## src/rtl/wprot_pkg.sv

```systemverilog
package wprot_pkg;

  localparam int CFG_W = 8;

  typedef enum logic [1:0] {
    TGT_MAIN = 2'b00,
    TGT_OTP  = 2'b01,
    TGT_CFG  = 2'b10,
    TGT_RSVD = 2'b11
  } target_e;

  typedef struct packed {
    logic       lock_en;
    logic       wp_pol;
    logic [2:0] ro_size;
  } cfg_t;

  localparam cfg_t CFG_RESET = '{lock_en: 1'b0, wp_pol: 1'b0, ro_size: 3'b000};

  function automatic logic [CFG_W-1:0] cfg_pack(input cfg_t c);
    return {c.lock_en, c.wp_pol, 1'b0, c.ro_size, 2'b00};
  endfunction

  function automatic cfg_t cfg_unpack(input logic [CFG_W-1:0] d);
    cfg_t c;
    c.lock_en = d[7];
    c.wp_pol  = d[6];
    c.ro_size = d[4:2];
    return c;
  endfunction

endpackage

```

## src/rtl/wprot_sync.sv

```systemverilog
module wprot_sync #(
  parameter int STAGES = 2
) (
  input  logic clk,
  input  logic rst_n,
  input  logic d,
  output logic q
);

  generate
    if (STAGES == 0) begin : g_bypass
      assign q = d;
    end else begin : g_chain
      logic [STAGES-1:0] chain_q;
      logic [STAGES-1:0] chain_d;

      always_comb begin
        chain_d = {chain_q[STAGES-1:0], d} >> 0;
        chain_d[0] = d;
        for (int i = 1; i < STAGES; i++) begin
          chain_d[i] = chain_q[i-1];
        end
      end

      always_ff @(posedge clk or negedge rst_n) begin
        if (!rst_n) begin
          chain_q <= '0;
        end else begin
          chain_q <= chain_d;
        end
      end

      assign q = chain_q[STAGES-1];
    end
  endgenerate

endmodule

```

## src/rtl/wprot_cfg_reg.sv

```systemverilog
module wprot_cfg_reg
  import wprot_pkg::*;
(
  input  logic             clk,
  input  logic             rst_n,
  input  logic             wr_req,
  input  logic [CFG_W-1:0] wdata,
  input  logic             unlock_s,
  output cfg_t             cfg,
  output logic             wr_ok
);

  cfg_t cfg_q;
  cfg_t cfg_d;
  logic cfg_en;

  assign wr_ok  = !cfg_q.lock_en || unlock_s;
  assign cfg_en = wr_req && wr_ok;

  always_comb begin
    cfg_d = cfg_q;
    if (cfg_en) begin
      cfg_d = cfg_unpack(wdata);
    end
  end

  always_ff @(posedge clk or negedge rst_n) begin
    if (!rst_n) begin
      cfg_q <= CFG_RESET;
    end else if (cfg_en) begin
      cfg_q <= cfg_d;
    end
  end

  assign cfg = cfg_q;

endmodule

```

## src/rtl/wprot_ro_map.sv

```systemverilog
module wprot_ro_map #(
  parameter int ADDR_W   = 12,
  parameter int BASE_EXP = 9
) (
  input  logic [2:0]        ro_size,
  input  logic [ADDR_W-1:0] addr,
  output logic              ro_hit
);

  logic [7:0] hit_by_code;

  assign hit_by_code[0] = 1'b0;
  assign hit_by_code[7] = 1'b1;

  generate
    for (genvar k = 1; k < 7; k++) begin : g_code
      localparam int EXP = BASE_EXP + k - 1;
      if (EXP >= ADDR_W) begin : g_full
        assign hit_by_code[k] = 1'b1;
      end else begin : g_bound
        assign hit_by_code[k] = (addr[ADDR_W-1:EXP] == '0);
      end
    end
  endgenerate

  assign ro_hit = hit_by_code[ro_size];

endmodule

```

## src/rtl/wprot_decide.sv

```systemverilog
module wprot_decide
  import wprot_pkg::*;
(
  input  logic       byte_req,
  input  logic [1:0] target,
  input  logic       wp_active,
  input  logic       ro_hit,
  input  logic       cfg_ok,
  output logic       main_wr_en,
  output logic       otp_wr_en,
  output logic       cfg_wr,
  output logic       data_nack
);

  always_comb begin
    main_wr_en = 1'b0;
    otp_wr_en  = 1'b0;
    cfg_wr     = 1'b0;
    data_nack  = 1'b0;
    if (byte_req) begin
      unique case (target_e'(target))
        TGT_MAIN: begin
          main_wr_en = !wp_active && !ro_hit;
          data_nack  = wp_active || ro_hit;
        end
        TGT_OTP: begin
          otp_wr_en = !wp_active;
          data_nack = wp_active;
        end
        TGT_CFG: begin
          cfg_wr    = cfg_ok;
          data_nack = !cfg_ok;
        end
        default: begin
          data_nack = 1'b1;
        end
      endcase
    end
  end

endmodule

```

## src/rtl/wprot_ctrl.sv

```systemverilog
module wprot_ctrl
  import wprot_pkg::*;
#(
  parameter int ADDR_W      = 12,
  parameter int SYNC_STAGES = 2
) (
  input  logic              clk,
  input  logic              rst_n,
  input  logic              byte_req,
  input  logic [1:0]        target,
  input  logic [ADDR_W-1:0] byte_addr,
  input  logic [7:0]        wdata,
  input  logic              wp_pin,
  input  logic              cfg_unlock_pin,
  output logic [7:0]        cfg_rdata,
  output logic              main_wr_en,
  output logic              otp_wr_en,
  output logic              data_nack
);

  logic wp_sync_q;
  logic unlock_sync_q;
  cfg_t cfg;
  logic cfg_ok;
  logic cfg_wr;
  logic ro_hit;
  logic wp_active;

  wprot_sync #(.STAGES(SYNC_STAGES)) i_wp_sync (
    .clk  (clk),
    .rst_n(rst_n),
    .d    (wp_pin),
    .q    (wp_sync_q)
  );

  wprot_sync #(.STAGES(SYNC_STAGES)) i_unlock_sync (
    .clk  (clk),
    .rst_n(rst_n),
    .d    (cfg_unlock_pin),
    .q    (unlock_sync_q)
  );

  wprot_cfg_reg i_cfg (
    .clk     (clk),
    .rst_n   (rst_n),
    .wr_req  (cfg_wr),
    .wdata   (wdata),
    .unlock_s(unlock_sync_q),
    .cfg     (cfg),
    .wr_ok   (cfg_ok)
  );

  wprot_ro_map #(.ADDR_W(ADDR_W)) i_ro_map (
    .ro_size(cfg.ro_size),
    .addr   (byte_addr),
    .ro_hit (ro_hit)
  );

  assign wp_active = wp_sync_q ^ cfg.wp_pol;

  wprot_decide i_decide (
    .byte_req  (byte_req),
    .target    (target),
    .wp_active (wp_active),
    .ro_hit    (ro_hit),
    .cfg_ok    (cfg_ok),
    .main_wr_en(main_wr_en),
    .otp_wr_en (otp_wr_en),
    .cfg_wr    (cfg_wr),
    .data_nack (data_nack)
  );

  assign cfg_rdata = cfg_pack(cfg);

endmodule

```

## config.mk

```make
export PLATFORM = sky130hd
export DESIGN_NAME = wprot_ctrl
export DESIGN_NICKNAME = d
export VERILOG_FILES = /design/src/rtl/wprot_pkg.sv /design/src/rtl/wprot_sync.sv /design/src/rtl/wprot_cfg_reg.sv /design/src/rtl/wprot_ro_map.sv /design/src/rtl/wprot_decide.sv /design/src/rtl/wprot_ctrl.sv
export SDC_FILE = /design/constraint.sdc
export NUM_CORES = 1
export LEC_CHECK = 0
export BUFFER_PORTS_ARGS = -buffer_cell sky130_fd_sc_hd__buf_4
export CORE_AREA = 3 3 40 42
export CTS_BUF_LIST = sky130_fd_sc_hd__clkbuf_8 sky130_fd_sc_hd__clkbuf_16
export CTS_CLUSTER_SIZE = 25
export DETAILED_ROUTE_END_ITERATION = 10
export DIE_AREA = 0 0 43 45
export PLACE_DENSITY = 0.7
export SETUP_SLACK_MARGIN = 0.5
export SLEW_MARGIN = 15
export SYNTH_ARGS = -nofsm -noshare
export SYNTH_HDL_FRONTEND = slang
export SYNTH_HIERARCHICAL = 1
export SYNTH_SLANG_ARGS = --single-unit
```

## constraint.sdc

```tcl
create_clock -name clk -period 1.45 [get_ports clk]
set_input_delay 0.29 -clock clk [delete_from_list [all_inputs] [get_ports clk]]
set_output_delay 0.29 -clock clk [all_outputs]
set_load 0.02 [all_outputs]
```

==> metrics.md, run 1 <==
| Metric | Value |
|---|---|
| WP data arrival | `1530 ps` |
| TritonCTS Buffers | `3` |
| CP Capture Type | `primary output` |
| GRT Total Usage | `0.120` |
| Placement Cell Area | `694 um2` |
| Initial antenna violation count | `0` |
| Htree depth | `1` |
| Critical path class | `reg2out` |
| Crit share post-route | `1.25` |
| Pwr dens | `1330 nW/um2` |
| Vias | `410` |
| Port bufs | `22` |
| Max-cap violations | `0` |
| Mux cell area share after synthesis | `0.135` |
| WP data required | `1160 ps` |
| Ant. Diodes | `0` |
| Starting DRC count in detailed routing | `1` |
| Asr flop ratio synth | `1.00` |
| CP max FO | `3` |
| Failing checks | `negative setup slack` |
| Reg-to-Reg End | `i_cfg/cfg[3]` |
| Post-synthesis cell type count | `19` |
| Synth Area in Adders | `0` |
| RSZ-0062 raised after global routing | `yes` |
| # setup viols final | `3` |
| Root buf cell | `clkbuf_8` |
| Total core area | `1280 um2` |
| R2R Setup Slk | `240 ps` |
| Ys flop type | `dfrtp_1` |
| Worst Setup SP | `i_cfg/cfg[1]` |
| Multi-input gate area | `258 um2` |
| Synth area leader | `dfrtp_1` |
| CTS tree | `done` |
| GP Congestion | `0.731` |
| Worst Hold Class | `in2reg` |
| Simple-gate area share of the yosys netlist | `0.177` |
| Post-synthesis xor/xnor area fraction | `0.0197` |
| CTS Buffer Depth | `2` |
| Status | `complete, but fails checks` |
| Reg area | `231 um2` |
| Crit path capture | `data_nack` |
| Fin Hold WS | `169 ps` |
| Pleak | `0.427 nW` |
| Count of antenna-violating nets left after detailed routing | `0` |
| Layout cell share with drive strength beyond 1 | `0.767` |
| Routed WL | `1.01 mm` |
| Layout area overhead | `95.2%` |
| Met2 routed wirelength | `557 um` |
| Finished layout cell area | `867 um2` |
| Post-synthesis sequential area ratio | `0.507` |
| Final #Nets | `101` |
| Largest cells by area after synthesis | `dfrtp_1 (51%), mux2_4 (14%), nand2b_4 (6.2%)` |
| WL/cell | `11.4 um` |
| Count leader, synth | `dfrtp_1` |
| Met3 WL post-DR | `82 um` |
| Worst Hold Launch | `cfg_unlock_pin` |
| Initial Util | `0.346` |
| Max layer used | `met4` |
| Drt drc | `0` |
| Final worst setup slack | `-367 ps` |
| Syn avg cell area | `12.3 um2` |
| Synth Area in Compound Gates | `0.0845` |
| Largest family of logic cells by synthesized area | `simple AND/OR/NAND/NOR gates` |
| Endpoints failing hold | `0` |
| Worst R2R Path Depth | `5` |
| IO Count | `38` |
| Max Clock Freq | `550 MHz` |
| Fin. max-slew vios | `0` |
| Yosys warns | `6` |
| Die width | `43 um` |
| FILL cells | `104` |
| Std-Cell Rows | `13` |
| Skew-Pair Late Insertion Delay | `230 ps` |
| Clock skew | `4.16 ps` |
| Global-route wire length before repair | `1.65 mm` |
| Grt ovf | `0` |
| Syn Inst Count | `36` |
| Vias in the first global route | `415` |
| Reg2reg start | `i_cfg/cfg[4]` |
| Netlist Area Pre-Place | `444 um2` |
| Top cell type's share of synthesized area | `0.507` |
| Setup_tns | `-797 ps` |
| Crit path launch type | `register` |
| Metal1 wirelength | `340 um` |
| Register bit total from synthesis | `9` |
| Largest net degree at the start of global routing | `10` |
| Worst vdd ir | `0.000834 V` |
| Clk sinks | `9` |
| DRT Pass-1 Iters | `2` |
| Routed vias/inst | `4.66` |
| DIE HEIGHT | `45 um` |
| Final min period | `1820 ps` |
| Detail Placement HPWL | `748 um` |
| Dpl ws | `-87.6 ps` |
| Top cells by count, synth | `dfrtp_1 (9), mux2_4 (4), buf_4 (3), nand2_1 (3)` |
| Total power | `1.15 mW` |
| Die area | `1940 um2` |
| Reg clk slew, reported paths | `40 ps` |
| Post-synth EDFFs | `0` |
-- worst min path at each step --
stage | depth (start not counted) | endpoint | slack [ps]
2_1_floorplan | 0 | i_cfg/cfg[0] | -6
3_3_place_gp | 1 | i_cfg/cfg[2] | 120
3_5_place_dp | 1 | i_cfg/cfg[2] | 120
4_1_cts | 1 | i_unlock_sync/g_chain.chain_q[0] | 160
5_1_grt | 1 | i_wp_sync/g_chain.chain_q[0] | 160
6_report | 1 | i_unlock_sync/g_chain.chain_q[0] | 170
-- cell type report --
| type | instances | area share |
|---|---|---|
| timing repair buffer | 34 | 0.354 |
| multi-input combinational | 24 | 0.297 |
| sequential | 9 | 0.267 |
| clock buffer | 3 | 0.0476 |
| tap | 15 | 0.0216 |
| inverter | 2 | 0.00866 |
| clock inverter | 1 | 0.00433 |
-- layer usage --
| layer | vias up | global-route usage |
|---|---|---|
| li1 | 193 | - |
| met1 | 194 | 0.128 |
| met2 | 19 | 0.198 |
| met3 | 4 | 0.0398 |
| met4 | 0 | 0.0904 |
| met5 | - | 0 |
-- registers in the layout (all words and copies together), names as in the netlist --
signal / flops
i_wp_sync/g_chain.chain_q: 2
i_cfg/cfg: 5
i_unlock_sync/g_chain.chain_q: 2
-- cells in the final DEF (no fill, tap or decap), types with 2 or more instances in the layout --
cell / Yosys / final
buf_6: 0 / 13
dfrtp_2: 0 / 5
nand2b_4: 2 / 2
clkbuf_8: 0 / 3
inv_1: 2 / 3
mux2_4: 4 / 4
conb_1: 1 / 3
dfrtp_1: 9 / 4
nand2_1: 3 / 2
buf_4: 3 / 20
-- report_power, final --
group	switching (mW)	internal, mW
clock network	0.0940	0.184
logic	0.196	0.319
registers	0.0563	0.303
total	0.347	0.806
-- repair_timing --
item | CTS | global route
setup buffers | 4 | 3
resized for setup | 11 | 6
endpoints found under the setup margin | 13 | 13
pin swaps | 5 | 2
endpoints found under the hold margin | 9 | 0
hold buffers | 1 | 0
-- metrics by stage --
stage | std cells | util
2_1_floorplan | 38 | -
3_3_place_gp | 76 | 0.540
3_5_place_dp | 76 | 0.540
4_1_cts | 85 | 0.639
5_1_grt | 88 | 0.675
6_report | 88 | 0.675
-- critical path, stage by stage (launching register included) --
cell	delay (ps)
dfrtp_2	430
a31oi_2	200
o31ai_2	100
nor2b_1	140
o311a_1	300
buf_6	140
-- kinds of logic (layout without fill, tap and decap cells) --
family / Yosys count / count (layout)
DFF: 9 / 9
other: 1 / 3
muxes: 4 / 4
buffers and inverters: 5 / 40
xor gates and xnor gates: 1 / 1
AOI/OAI and AO/OA: 5 / 5
and+or+nand+nor: 11 / 11
Power figures use the tool's default switching activity.
==> inputs of run 2 (changes only) <==
Settings changed: ABC_AREA from default to 1, CELL_PAD_IN_SITES_DETAIL_PLACEMENT from default to 1, CELL_PAD_IN_SITES_GLOBAL_PLACEMENT from default to 2, CORE_AREA 3 3 40 42 to default, CORE_MARGIN from default to 3, CORE_UTILIZATION from default to 17, DIE_AREA 0 0 43 45 to default, PLACE_DENSITY 0.7 to 0.71.
==> metrics.md, run 2 <==
| Metric | Value |
|---|---|
| Status | `complete, but fails checks` |
| Failing checks | `negative setup slack` |
| Placed Cells | `115 (+51%)` |
| Worst Hold Class | `in2reg` |
| Max layer used | `met3` |
| Most used cell, CP | `nand3_2` |
| Vias | `504 (+23%)` |
| Global-route wire length before repair | `2.38 mm (+44%)` |
| CP Capture Type | `primary output` |
| Clk sinks | `9 (unchanged)` |
| Routed WL | `1.37 mm (+36%)` |
| Detail Placement HPWL | `1.01 mm (+35%)` |
| Drt drc | `0 (unchanged)` |
| Final #Nets | `125 (+24%)` |
| Fin cells | `127 (+44%)` |
| Top cells by count, synth | `nand2_1 (22), inv_1 (11), dfrtp_1 (9), nand3_1 (8), nor2_1 (5)` |
| Reg2reg start | `i_cfg/cfg[4]` |
| WL/cell | `10.8 um (-5.6%)` |
| Ant. Diodes | `0 (unchanged)` |
| Yosys warns | `6 (unchanged)` |
| Largest cells by area after synthesis | `dfrtp_1 (47%), nand2_1 (17%), inv_1 (8.7%)` |
| Met3 WL post-DR | `84 um (+2.4%)` |
| Final min period | `1580 ps (-234 ps)` |
| Syn Inst Count | `64 (+78%)` |
| Die width | `58.9 um (+37%)` |
| Layout cell share with drive strength beyond 1 | `0.660 (-0.107)` |
| Starting DRC count in detailed routing | `4 (+3)` |
| R2R Setup Slk | `390 ps (+150 ps)` |
| Pwr dens | `1250 nW/um2 (-5.7%)` |
| Std-Cell Rows | `18 (+5)` |
| Cell family contributing the most delay on the critical path | `flip-flops` |
| Grt ovf | `0 (unchanged)` |
| Endpoints failing hold | `0 (unchanged)` |
| Worst path max stage delay | `410 ps (-20 ps)` |
| Vias in the first global route | `544 (+31%)` |
| Final worst setup slack | `-134 ps (+234 ps)` |
| Register bit total from synthesis | `9 (unchanged)` |
| Clock skew | `3.33 ps (-0.828 ps)` |
| Die area | `3470 um2 (+79%)` |
| Layout area overhead | `94.7%` |
| Routed vias/inst | `3.97 (-15%)` |
| Commonest non-fill, non-tap cell in the layout | `buf_4` |
| Reg area | `230 um2 (-0.54%)` |
| Top cell type's share of synthesized area | `0.474 (-0.0334)` |
| WP buf/inv | `2 (+1)` |
| CP max FO | `4 (+1)` |
| Post-synthesis sequential area ratio | `0.474 (-0.0334)` |
| WP data arrival | `1290 ps (-240 ps)` |
| Met2 routed wirelength | `743 um (+33%)` |
| # setup viols final | `3 (unchanged)` |
| GRT Total Usage | `0.0911 (-0.0289)` |
| CTS tree | `done` |
| WP data required | `1160 ps (about the same)` |
| RSZ-0062 raised after global routing | `yes` |
| Reg-to-Reg End | `i_cfg/cfg[0]` |
| Port bufs | `22 (unchanged)` |
| Most frequent cells in the layout | `buf_4 (17), buf_6 (12), nand2_2 (11), inv_1 (10), nand2_1 (9)` |
| Skew-Pair Late Insertion Delay | `230 ps (about the same)` |
| Max Clock Freq | `631 MHz (+15%)` |
| Pleak | `0.476 nW (+11%)` |
| GP Congestion | `0.749 (+2.4%)` |
| Max reg flops | `5 (unchanged)` |
| Worst R2R Path Depth | `6 (+1)` |
| TritonCTS Buffers | `3 (unchanged)` |
| Crit path capture | `data_nack` |
| Ys flop type | `dfrtp_1` |
| Critical path class | `reg2out` |
| Count leader, synth | `nand2_1` |
| Post-synth EDFFs | `0 (unchanged)` |
| Multi-input gate area | `293 um2 (+14%)` |
| Largest net degree at the start of global routing | `10 (unchanged)` |
| Worst path slowest cell | `dfrtp_2` |
| IO Count | `38 (unchanged)` |
| Max-cap violations | `0 (unchanged)` |
| Worst vdd ir | `0.000842 V (+0.98%)` |
| Asr flop ratio synth | `1.00 (unchanged)` |
| CTS Buffer Depth | `2 (unchanged)` |
| Worst Setup SP | `i_cfg/cfg[1]` |
| Reg clk slew, reported paths | `50 ps (about the same)` |
| DIE HEIGHT | `58.9 um (+31%)` |
| Metal1 wirelength | `542 um (+59%)` |
| FILL cells | `307 (+200%)` |
| Crit share post-route | `1.09 (-0.161)` |
| Post-synthesis cell type count | `11 (-8)` |
| Synth area leader | `dfrtp_1` |
| Fin. max-slew vios | `0 (unchanged)` |
| Crit path launch type | `register` |
| Syn avg cell area | `7.43 um2 (-40%)` |
| Initial antenna violation count | `0 (unchanged)` |
| Crit-path cells | `o21bai_4 > nand3_2 > nand2_1 > inv_1 > nand2_2 > nand3_2 > nand2_4 > buf_6` |
| Htree depth | `1 (unchanged)` |
| Total core area | `2570 um2 (+100%)` |
| Initial Util | `0.185 (-0.160)` |
| Count of antenna-violating nets left after detailed routing | `0 (unchanged)` |
| Netlist Area Pre-Place | `475 um2 (+7.0%)` |
| DRT Pass-1 Iters | `2 (unchanged)` |
| Total power | `1.16 mW (+0.74%)` |
| Crit path depth | `8 (+3)` |
| Root buf cell | `clkbuf_8` |
[run 2: cell types whose count changed in the layout (fill, tap and decap cells not counted), moves of 4 or more]
cell	previous run	this run
nand2_2	1	11
nand3_2	0	4
nand3_1	0	4
nand2_1	2	9
inv_1	3	10
mux2_4	4	0
[run 2: logic make-up after synthesis]
kind of cell           Yosys count  share of synthesized area
and+or+nand+nor                 38                      0.361
buffers and inverters           15                      0.142
DFF                              9                      0.474
AOI/OAI and AO/OA                1                     0.0158
other                            1                    0.00789
[run 2: metal layers]
layer / up-vias / GRT usage
met5: - / 0
li1: 250 / -
met3: 0 / 0.0373
met4: 0 / 0
met2: 15 / 0.166
met1: 239 / 0.106
[run 2: cell type report]
class | count | share of cell area
sequential | 9 | 0.249
clock buffer | 3 | 0.0446
clock inverter | 1 | 0.00405
multi-input combinational | 42 | 0.316
tap | 30 | 0.0405
timing repair buffer | 30 | 0.295
inverter | 12 | 0.0514
[run 2: how the worst min path moves through the flow]
stage | slack [ps] | end | cells past startpoint | start
global route | 160 | i_unlock_sync/g_chain.chain_q[0] | 1 | cfg_unlock_pin
CTS | 160 | i_unlock_sync/g_chain.chain_q[0] | 1 | cfg_unlock_pin
global placement | 120 | i_wp_sync/g_chain.chain_q[0] | 1 | rst_n
detailed placement | 120 | i_wp_sync/g_chain.chain_q[1] | 1 | rst_n
finish | 170 | i_unlock_sync/g_chain.chain_q[0] | 1 | cfg_unlock_pin
floorplan | -6 | i_cfg/cfg[0] | 0 | rst_n
[run 2: power breakdown]
| group | internal, mW | total (mW) | switching, mW |
|---|---|---|---|
| Combinational | 0.270 | 0.524 | 0.254 |
| Clock | 0.184 | 0.277 | 0.0927 |
| Sequential | 0.306 | 0.360 | 0.0537 |
| Total | 0.760 | 1.16 | 0.401 |
[run 2: per-stage QoR]
| stage | instance area (um2) | util | setup WS (ps) | hold slack (ps) | TNS, ps |
|---|---|---|---|---|---|
| 2_1_floorplan | 524 | - | 180 | -5.59 | 0 |
| 3_3_place_gp | 704 | 0.274 | 76.7 | 118 | 0 |
| 3_5_place_dp | 704 | 0.274 | 50.3 | 120 | 0 |
| 4_1_cts | 868 | 0.338 | -154 | 163 | -382 |
| 5_1_grt | 926 | 0.361 | -207 | 158 | -466 |
| 6_report | 926 | 0.361 | -134 | 170 | -248 |
[run 2: timing repair]
item / 4_1_cts / 5_1_grt
setup buffers: 7 / 0
hold buffers: 1 / 0
resized for setup: 15 / 17
setup endpoints to repair: 13 / 13
pin swaps: 12 / 14
gates cloned: 0 / 0
endpoints found under the hold margin: 9 / 0
[run 2: worst register-to-register path, stage by stage (launching register included)]
cell and delay [ps]:
dfrtp_2 420, nand2_4 80, inv_4 40, nor2_4 170, nand2_4 110, nand2_2 90, nand2_2 40
==> inputs of run 3 (changes only) <==
Settings changed: PLACE_DENSITY 0.71 to 0.72, SKIP_LAST_GASP from default to 1.
==> metrics.md, run 3 (synthesized netlist as in run 2, its figures left out) <==
| Metric | Value |
|---|---|
| Ant. Diodes | `0 (unchanged)` |
| R2R Setup Slk | `440 ps (+50 ps)` |
| Crit path launch type | `register` |
| WP data arrival | `1320 ps (+30 ps)` |
| Die width | `58.9 um (unchanged)` |
| Finished layout cell area | `880 um2 (-5.0%)` |
| Root buf cell | `clkbuf_8` |
| Layout area overhead | `85.0%` |
| Final worst setup slack | `-158 ps (-24.6 ps)` |
| TritonCTS Buffers | `3 (unchanged)` |
| CTS tree | `done` |
| Reg power frac | `0.311 (about the same)` |
| Clock Power Share | `0.257 (+0.019)` |
| Vias | `520 (+3.2%)` |
| Global-route wire length before repair | `2.39 mm (+0.29%)` |
| Skew-Pair Late Insertion Delay | `230 ps (about the same)` |
| Commonest non-fill, non-tap cell in the layout | `buf_4` |
| RSZ-0062 raised after global routing | `yes` |
| Crit share post-route | `1.11 (+0.0170)` |
| Pwr dens | `1290 nW/um2 (+2.8%)` |
| GRT Total Usage | `0.0934 (+0.00227)` |
| Final min period | `1610 ps (+24.6 ps)` |
| DIE HEIGHT | `58.9 um (unchanged)` |
| Fin. max-slew vios | `0 (unchanged)` |
| Fin Hold WS | `161 ps (-8.91 ps)` |
| CP Capture Type | `primary output` |
| Initial antenna violation count | `0 (unchanged)` |
| Layout cell share with drive strength beyond 1 | `0.571 (-0.0884)` |
| Internal power | `736 uW (-3.1%)` |
| Switching Fraction | `0.351 (+0.00541)` |
| Vias in the first global route | `578 (+6.3%)` |
| Switching power | `398 uW (-0.77%)` |
| WP data required | `1160 ps (about the same)` |
| # setup viols final | `3 (unchanged)` |
| Drt drc | `0 (unchanged)` |
| Logic pwr share | `0.432 (-0.019)` |
| Pleak | `0.473 nW (-0.64%)` |
| Port bufs | `22 (unchanged)` |
| Final core occ | `0.343 (-0.0180)` |
| Most frequent cells in the layout | `buf_4 (22), nand2_1 (13), inv_1 (10), buf_6 (8)` |
| Reg clk slew, reported paths | `50 ps (about the same)` |
| Std-Cell Rows | `18 (unchanged)` |
| CP max FO | `4 (unchanged)` |
| Placement Cell Area | `704 um2 (unchanged)` |
| Reg2reg start | `i_cfg/cfg[4]` |
| Routed vias/inst | `4.06 (+2.4%)` |
| FILL cells | `317 (+3.3%)` |
| IO Count | `38 (unchanged)` |
| Worst R2R Path Depth | `6 (unchanged)` |
| Worst Hold Class | `in2reg` |
| Crit path capture | `data_nack` |
| Final #Nets | `126 (+0.80%)` |
| Total core area | `2570 um2 (unchanged)` |
| Clock skew | `0.416 ps (-2.91 ps)` |
| Status | `complete, but fails checks` |
| Clk sinks | `9 (unchanged)` |
| DRT Pass-1 Iters | `4 (+2)` |
| Failing checks | `negative setup slack` |
| GP Congestion | `0.742 (-0.91%)` |
| Count of antenna-violating nets left after detailed routing | `0 (unchanged)` |
| Critical path class | `reg2out` |
| WL/cell | `11.1 um (+2.6%)` |
| Worst vdd ir | `0.000649 V (-23%)` |
| CTS Buffer Depth | `2 (unchanged)` |
| Initial Util | `0.185 (unchanged)` |
| Dpl ws | `50.7 ps (+0.345 ps)` |
| Detail Placement HPWL | `1.04 mm (+3.1%)` |
| Max reg flops | `5 (unchanged)` |
| Reg-to-Reg End | `i_cfg/cfg[1]` |
| Largest net degree at the start of global routing | `10 (unchanged)` |
| Die area | `3470 um2 (unchanged)` |
| Max-cap violations | `0 (unchanged)` |
| Worst Setup SP | `i_cfg/cfg[1]` |
| Routed WL | `1.42 mm (+3.4%)` |
| Htree depth | `1 (unchanged)` |
| Starting DRC count in detailed routing | `7 (+3)` |
| Endpoints failing hold | `0 (unchanged)` |
| Max Clock Freq | `622 MHz (-1.5%)` |
| Grt ovf | `0 (unchanged)` |
==> run 3: cell count changes in the layout (fill, tap and decap cells not counted), sizes merged <==
cell | before | now
buf | 29 | 30
==> run 3: worst min-delay path by stage <==
stage | from | end | slack (ps) | cells after the start
floorplan | rst_n | i_cfg/cfg[0] | -6 | 0
CTS | cfg_unlock_pin | i_unlock_sync/g_chain.chain_q[0] | 160 | 1
global route | cfg_unlock_pin | i_unlock_sync/g_chain.chain_q[0] | 160 | 1
global placement | rst_n | i_wp_sync/g_chain.chain_q[0] | 120 | 1
detailed placement | rst_n | i_wp_sync/g_chain.chain_q[0] | 120 | 1
finish | cfg_unlock_pin | i_unlock_sync/g_chain.chain_q[0] | 160 | 1
==> run 3: per-layer routing <==
metal / wire (um) / share of wire / vias to the layer above / track usage
met4: 21 / 0.015 / 0 / 0.0485
met3: 100 / 0.071 / 4 / 0.0219
met2: 776 / 0.55 / 19 / 0.167
li1: - / - / 253 / -
met5: 0 / 0 / - / 0
met1: 517 / 0.37 / 244 / 0.101
==> run 3: metrics by stage <==
stage                     std cells  setup TNS, ps  total power [mW]
after global placement          115              0             0.696
after CTS                       124           -367              1.07
after detailed placement        115              0             0.707
after floorplan                  66              0             0.563
final                           128           -312              1.13
after global routing            128           -551              1.22
==> run 3: repair_timing <==
item,CTS,global route
hold buffers,1,0
resized for setup,8,11
endpoints found under the setup margin,13,13
hold endpoints to repair,9,0
pin swaps,10,10
buffers inserted,4,4
==> run 3: critical path, cell delays in order (launching register included) <==
cell and delay, ps:
dfrtp_2 410, o21bai_1 160, nand3_1 80, nand2_1 50, inv_1 60, nand2_2 80
nand3_2 80, nand2_4 40, buf_6 120
==> run 3: cell type report <==
cell class	count	area, um2	share of cell area
Clock buffer	3	41.3	0.0469
Clock inverter	1	3.75	0.00427
Sequential cell	9	230	0.262
Inverter	12	47.5	0.0541
Multi-Input combinational cell	42	254	0.289
Tap cell	30	37.5	0.0427
Timing Repair Buffer	31	265	0.302
==> run 3: power by group through the flow <==
stage	Sequential (mW)	Combinational [mW]	Clock, mW
after floorplan	0.399	0.164	0
after global placement	0.353	0.343	0
after detailed placement	0.355	0.352	0
after CTS	0.351	0.428	0.295
after global routing	0.363	0.539	0.317
final	0.353	0.490	0.291
